`config.mk`:
```
export PLATFORM = sky130hd
export DESIGN_NAME = prescaled_oneshot_timer
export DESIGN_NICKNAME = d
export VERILOG_FILES = /design/src/rtl/potimer_pkg.sv /design/src/rtl/potimer_prescaler.sv /design/src/rtl/potimer_regs.sv /design/src/rtl/potimer_counter.sv /design/src/rtl/prescaled_oneshot_timer.sv
export SDC_FILE = /design/constraint.sdc
export NUM_CORES = 1
export LEC_CHECK = 0
export CAP_MARGIN = 10
export CORE_ASPECT_RATIO = 1.75
export CORE_MARGIN = 2
export CORE_UTILIZATION = 55
export CTS_BUF_LIST = sky130_fd_sc_hd__clkbuf_2 sky130_fd_sc_hd__clkbuf_4 sky130_fd_sc_hd__clkbuf_8
export DETAILED_ROUTE_END_ITERATION = 16
export PLACE_DENSITY = 0.89
export SLEW_MARGIN = 10
export SYNTH_ARGS = -nofsm -noshare
export SYNTH_HDL_FRONTEND = slang
export SYNTH_SLANG_ARGS = --single-unit
export TNS_END_PERCENT = 5
```
`constraint.sdc`:
```
create_clock -name clk -period 3.7 [get_ports clk]
set_clock_uncertainty 0.05 [all_clocks]
set_input_delay 0.74 -clock clk [delete_from_list [all_inputs] [get_ports clk]]
set_output_delay 0.74 -clock clk [all_outputs]
set_load 0.02 [all_outputs]
```
`src/rtl/potimer_pkg.sv`:
```
package potimer_pkg;
  localparam int CODE_W    = 3;
  localparam int SHIFT_MAX = (1 << CODE_W) - 1;
  localparam int CFG_W     = 4;
  localparam logic [CFG_W-1:0] CFG_KEEP = 4'hB;

  typedef enum logic [1:0] {
    SEL_DIV  = 2'd0,
    SEL_INIT = 2'd1,
    SEL_CUR  = 2'd2,
    SEL_NONE = 2'd3
  } reg_sel_e;

  function automatic logic [CODE_W-1:0] cfg_to_shift(input logic [CFG_W-1:0] cfg);
    logic [CODE_W-1:0] code;
    code = {cfg[3], cfg[1:0]};
    return code + CODE_W'(1);
  endfunction
endpackage

```
`src/rtl/potimer_prescaler.sv`:
```
module potimer_prescaler
  import potimer_pkg::*;
#(
  parameter int PRE_W = SHIFT_MAX
) (
  input  logic              clk,
  input  logic              rst_n,
  input  logic [CODE_W-1:0] shift_i,
  output logic              tick_o
);
  logic [PRE_W-1:0] pre_q;
  logic [PRE_W-1:0] bit_ok;

  always_ff @(posedge clk) begin
    if (!rst_n) pre_q <= '0;
    else        pre_q <= pre_q + PRE_W'(1);
  end

  for (genvar i = 0; i < PRE_W; i++) begin : g_bit
    assign bit_ok[i] = pre_q[i] | (shift_i <= CODE_W'(i));
  end

  assign tick_o = &bit_ok;

  // With a period of two or more, ticks never occur on back-to-back cycles.
  a_r3_no_double_tick: assert property (@(posedge clk) disable iff (!rst_n)
    (tick_o && shift_i != '0 && $past(shift_i) == shift_i && $past(rst_n)) |-> !$past(tick_o));
  // A period of one ticks on every cycle.
  a_r1_unit_period: assert property (@(posedge clk) disable iff (!rst_n)
    (shift_i == '0) |-> tick_o);
endmodule

```
`src/rtl/potimer_regs.sv`:
```
module potimer_regs
  import potimer_pkg::*;
#(
  parameter int CNT_W = 32
) (
  input  logic              clk,
  input  logic              rst_n,
  input  logic              wr_en,
  input  logic [1:0]        wr_addr,
  input  logic [CNT_W-1:0]  wr_data,
  input  logic [1:0]        rd_addr,
  input  logic [CNT_W-1:0]  cur_count_i,
  output logic [CNT_W-1:0]  rd_data,
  output logic [CODE_W-1:0] shift_o,
  output logic              load_o,
  output logic [CNT_W-1:0]  load_val_o
);
  logic [CFG_W-1:0] cfg_q;
  logic [CNT_W-1:0] init_q;
  reg_sel_e         wsel, rsel;

  assign wsel = reg_sel_e'(wr_addr);
  assign rsel = reg_sel_e'(rd_addr);

  always_ff @(posedge clk) begin
    if (!rst_n) begin
      cfg_q  <= '0;
      init_q <= '0;
    end else if (wr_en) begin
      if (wsel == SEL_DIV)  cfg_q  <= wr_data[CFG_W-1:0] & CFG_KEEP;
      if (wsel == SEL_INIT) init_q <= wr_data;
    end
  end

  assign shift_o    = cfg_to_shift(cfg_q);
  assign load_o     = wr_en && (wsel == SEL_INIT);
  assign load_val_o = wr_data;

  always_comb begin
    unique case (rsel)
      SEL_DIV:  rd_data = {{(CNT_W-CFG_W){1'b0}}, cfg_q};
      SEL_INIT: rd_data = init_q;
      SEL_CUR:  rd_data = cur_count_i;
      default:  rd_data = '0;
    endcase
  end

  a_r2_cfg_masked: assert property (@(posedge clk) disable iff (!rst_n)
    (cfg_q & ~CFG_KEEP) == '0);
  a_r10_cfg_follows_write: assert property (@(posedge clk) disable iff (!rst_n)
    (wr_en && wsel == SEL_DIV) |=> (cfg_q == ($past(wr_data[CFG_W-1:0]) & CFG_KEEP)));
endmodule

```
`src/rtl/potimer_counter.sv`:
```
module potimer_counter #(
  parameter int CNT_W = 32
) (
  input  logic             clk,
  input  logic             rst_n,
  input  logic             tick_i,
  input  logic             load_i,
  input  logic [CNT_W-1:0] load_val_i,
  output logic [CNT_W-1:0] cur_count_o,
  output logic             expire_o
);
  logic [CNT_W-1:0] remain_q;
  logic             run_q;
  logic             expire_q;
  logic             last_tick;

  assign last_tick = run_q && tick_i && (remain_q == CNT_W'(1));

  always_ff @(posedge clk) begin
    if (!rst_n) begin
      remain_q <= '0;
      run_q    <= 1'b0;
      expire_q <= 1'b0;
    end else if (load_i) begin
      remain_q <= load_val_i;
      run_q    <= (load_val_i != '0);
      expire_q <= 1'b0;
    end else if (run_q && tick_i) begin
      remain_q <= remain_q - CNT_W'(1);
      run_q    <= !last_tick;
      expire_q <= last_tick;
    end else begin
      expire_q <= 1'b0;
    end
  end

  assign cur_count_o = run_q ? remain_q : '0;
  assign expire_o    = expire_q;

  a_r8_single_pulse: assert property (@(posedge clk) disable iff (!rst_n)
    expire_q |=> !expire_q);
  a_r8_idle_after: assert property (@(posedge clk) disable iff (!rst_n)
    expire_q |-> (!run_q && cur_count_o == '0));
  a_r9_zero_load_idle: assert property (@(posedge clk) disable iff (!rst_n)
    (load_i && load_val_i == '0) |=> (!run_q && !expire_q));
  a_r4_expire_cause: assert property (@(posedge clk) disable iff (!rst_n)
    $rose(expire_q) |-> ($past(tick_i) && !$past(load_i)));
  a_r7_hold_between_ticks: assert property (@(posedge clk) disable iff (!rst_n)
    (run_q && !tick_i && !load_i) |=> $stable(remain_q));
endmodule

```
`src/rtl/prescaled_oneshot_timer.sv`:
```
module prescaled_oneshot_timer
  import potimer_pkg::*;
#(
  parameter int CNT_W = 32
) (
  input  logic             clk,
  input  logic             rst_n,
  input  logic             wr_en,
  input  logic [1:0]       wr_addr,
  input  logic [CNT_W-1:0] wr_data,
  input  logic [1:0]       rd_addr,
  output logic [CNT_W-1:0] rd_data,
  output logic             expire_o
);
  logic [CODE_W-1:0] shift;
  logic              tick;
  logic              load;
  logic [CNT_W-1:0]  load_val;
  logic [CNT_W-1:0]  cur_count;

  potimer_regs #(.CNT_W(CNT_W)) u_regs (
    .clk         (clk),
    .rst_n       (rst_n),
    .wr_en       (wr_en),
    .wr_addr     (wr_addr),
    .wr_data     (wr_data),
    .rd_addr     (rd_addr),
    .cur_count_i (cur_count),
    .rd_data     (rd_data),
    .shift_o     (shift),
    .load_o      (load),
    .load_val_o  (load_val)
  );

  potimer_prescaler #(.PRE_W(SHIFT_MAX)) u_pre (
    .clk     (clk),
    .rst_n   (rst_n),
    .shift_i (shift),
    .tick_o  (tick)
  );

  potimer_counter #(.CNT_W(CNT_W)) u_cnt (
    .clk         (clk),
    .rst_n       (rst_n),
    .tick_i      (tick),
    .load_i      (load),
    .load_val_i  (load_val),
    .cur_count_o (cur_count),
    .expire_o    (expire_o)
  );
endmodule

```
==> impl_metrics.env <==
export IMPL_status="completed"
export IMPL_gp_congestion=0.9163
export IMPL_yosysSeqAreaShare=0.3644
export IMPL_regToRegSetupSlack_ns=0.53
export IMPL_drc=0
export IMPL_rsz0062_at_grt="no"
export IMPL_num_vias=4350
export IMPL_portBuffers=71
export IMPL_clock_root_buffer="clkbuf_8"
export IMPL_drive_above_1_share=0.08492
export IMPL_path_clk_slew_ns=0.07
export IMPL_num_rows=42
export IMPL_min_path_type="flip-flop to flip-flop"
export IMPL_cts_buffer_depth=2
export IMPL_slew_headroom=0.4380
export IMPL_place_area_um2=4957
export IMPL_grt_antenna_before_repair=0
export IMPL_leakage_nw=1.816
export IMPL_powerDensity_nw_per_um2=377.9
export IMPL_grt_max_degree=50
export IMPL_synthCells=513
export IMPL_p_int_mw=1.404
export IMPL_coreArea_um2=7462
export IMPL_required_ns=2.91
export IMPL_grt_pass1_wl_um=19430
export IMPL_ctsHtreeMaxLevel=3
export IMPL_ys_flop_type="dfxtp_1"
export IMPL_place_worst_setup_slack_ns=0.2751
export IMPL_setup_slack_ns=0.2767
export IMPL_cts_tree="yes"
export IMPL_synth_top_area_cell="dfxtp_1"
export IMPL_crit_path_start_kind="input port"
export IMPL_dp_cells=649
export IMPL_cts_inserted_buffers=9
export IMPL_ir_worst_vdd_mv=0.2846
export IMPL_ant_nets=0
export IMPL_synth_top_area_frac=0.3644
export IMPL_clkPwrFrac=0.362
export IMPL_die_h_um=119.3
export IMPL_clk_latency_ns=0.36
export IMPL_syn_num_nets=560
export IMPL_p_switching_mw=0.5525
export IMPL_clkSinkCount=76
export IMPL_p_seq_frac=0.461
export IMPL_yosys_warnings=0
export IMPL_r2r_end="u_cnt.remain_q[5]"
export IMPL_pwr_share_comb=0.177
export IMPL_async_flop_share=0
export IMPL_setup_tns_ns=0
export IMPL_worst_r2r_path_depth=8
export IMPL_path_class="input port to output pin"
export IMPL_fin_cells=665
export IMPL_grt_ovfl_total=0
export IMPL_drt_wl_total_um=11700
export IMPL_post_route_min_period_ns=3.423
export IMPL_tightestPinTransition_ns=0.8430
export IMPL_cap_violations=0
export IMPL_die_w_um=69.86
export IMPL_ctsResizeCount=0
export IMPL_pin_count=72
export IMPL_first_iter_violations=478
export IMPL_ys_top_cells_by_area="dfxtp_1, nand2_1, a22o_1"
export IMPL_dp_hpwl_um=8350
export IMPL_setup_violations=0
export IMPL_post_cts_setup_buffers=0
export IMPL_finalInstanceArea_um2=5177
export IMPL_synth_area_um2=4175
export IMPL_finalHoldViolCount=0
export IMPL_nets=619
export IMPL_initial_core_util=0.5595
export IMPL_p_sw_frac=0.2824
export IMPL_track_usage=0.2846
export IMPL_antenna_diode_count=0
export IMPL_drt_pass1_iter_count=5
export IMPL_clock_fmax_ghz=0.2921
export IMPL_startpoint="rd_addr[0]"
export IMPL_ys_ff_latch=76
export IMPL_viasPerCell=6.541
export IMPL_avgSynthCellArea_um2=8.139
export IMPL_post_drt_wl_per_cell_um=17.59
export IMPL_yosysUniqueCellTypes=56
export IMPL_arrival_ns=2.63
export IMPL_area_growth_pct=24.00
export IMPL_dieArea_um2=8332
export IMPL_finalCritPeriodShare=0.9252
export IMPL_reg2reg_from="u_regs.cfg_q[0]"
export IMPL_critPathMaxFanout=21
export IMPL_cts_hold_buf=0
export IMPL_crit_end="rd_data[10]"
export IMPL_grt_pass1_vias=4214
export IMPL_endpoint_kind="output pin"
export IMPL_drv_slew=0
export IMPL_synth_enable_flop_cells=0
## cell usage after synthesis (6+ instances only)
cell	instances
nand2_1	76
clkbuf_1	34
a31oi_1	21
nor2b_1	6
o21ai_0	39
nor3_1	18
inv_1	8
and2_1	12
or4_1	17
nand3_1	11
ha_1	8
nor2_1	14
a22o_1	28
a21boi_0	32
o31ai_1	13
or3_1	6
nor4_1	16
dfxtp_1	76
## metrics by stage
| stage | power [mW] | utilization | hold WS (ns) |
|---|---|---|---|
| CTS | 1.955 | 0.6938 | 0.4200 |
| detailed placement | 1.257 | 0.6643 | 0.4097 |
| floorplan | 1.125 | - | 0.3931 |
| global route | 2.035 | 0.6938 | 0.4374 |
| global placement | 1.243 | 0.6643 | 0.3993 |
| finish | 1.956 | 0.6938 | 0.4180 |
## flip-flops by register name, summed over array words and instances, names as in the netlist
| name | flops |
|---|---|
| u_regs.cfg_q | 3 |
| u_regs.init_q | 32 |
| u_pre.pre_q | 7 |
| u_cnt.remain_q | 32 |
| u_cnt.expire_o | 1 |
| u_cnt.run_q | 1 |
## metal layers
| metal | wire length, um | track usage | up-vias |
|---|---|---|---|
| li1 | - | - | 2049 |
| met1 | 4364 | 0.3100 | 2087 |
| met2 | 6275 | 0.5113 | 175 |
| met3 | 616 | 0.04738 | 39 |
| met4 | 440 | 0.1587 | 0 |
| met5 | 0 | 0 | - |
## critical path: stages
cell and delay (ns):
clkdlybuf4s50_1 0.53, and3b_1 0.30, buf_4 0.27, a22o_1 0.18, clkdlybuf4s50_1 0.61
## power by group through the flow
stage                     logic, mW  clock network, mW  registers (mW)
after floorplan               0.221                  0           0.903
after global placement        0.327                  0           0.916
after detailed placement      0.339                  0           0.918
after CTS                     0.341              0.714           0.900
after global routing          0.376              0.753           0.906
final                         0.346              0.709           0.902
## cell usage in the layout (no fill, tap or decap), types with 2 or more instances in the layout
master and n:
ha_1 8, nor3_1 18, clkbuf_8 10, o211ai_1 2, and3b_1 2, nand2_1 76, or3_2 4, bufinv_16 2
nor4_1 16, a311oi_1 4, nand2b_1 2, dfxtp_1 76, a31oi_1 21, clkinv_2 3, or4_1 17, or2_2 3
a22o_1 28, buf_4 16, nor2_1 14, and2_1 12, nand3_1 11, xnor2_1 5, and3_1 2, o21ai_0 39
a21boi_0 32, or4_2 2, and4_1 4, nor2b_1 5, or3_1 6, a21oi_1 5, clkdlybuf4s50_1 70, inv_1 8
a211oi_1 4, o31ai_1 13, mux2i_1 4, o41ai_1 4, nor3b_1 2, nand4_1 5
## logic make-up (layout without fill, tap and decap cells)
family | count (synthesis) | count (layout) | synth area share
buf+inv | 47 | 111 | 0.04465
fa+ha+maj | 8 | 8 | 0.02397
xor+xnor | 6 | 6 | 0.01259
compound gates | 163 | 163 | 0.2763
flops | 76 | 76 | 0.3644
mux | 4 | 4 | 0.009590
simple gates | 209 | 209 | 0.2685
## worst min-delay path by stage
| stage | startpoint | depth (start not counted) | slack [ns] | to |
|---|---|---|---|---|
| after floorplan | u_regs.init_q[0] | 2 | 0.39 | u_regs.init_q[0] |
| after global placement | u_regs.init_q[28] | 2 | 0.40 | u_regs.init_q[28] |
| after detailed placement | u_regs.init_q[5] | 2 | 0.41 | u_regs.init_q[5] |
| after CTS | u_regs.init_q[5] | 2 | 0.42 | u_regs.init_q[5] |
| after global routing | u_regs.init_q[10] | 2 | 0.44 | u_regs.init_q[10] |
| final | u_regs.init_q[5] | 2 | 0.42 | u_regs.init_q[5] |
## final cells by class
type | instances | area (um2)
fill | 629 | 2285
inverter | 8 | 30.03
tap | 88 | 110.1
sequential | 76 | 1521
clock inverter | 5 | 75.07
multi-input combinational | 390 | 2470
clock buffer | 11 | 145.1
timing repair buffer | 87 | 825.8
Power figures use the tool's default switching activity.
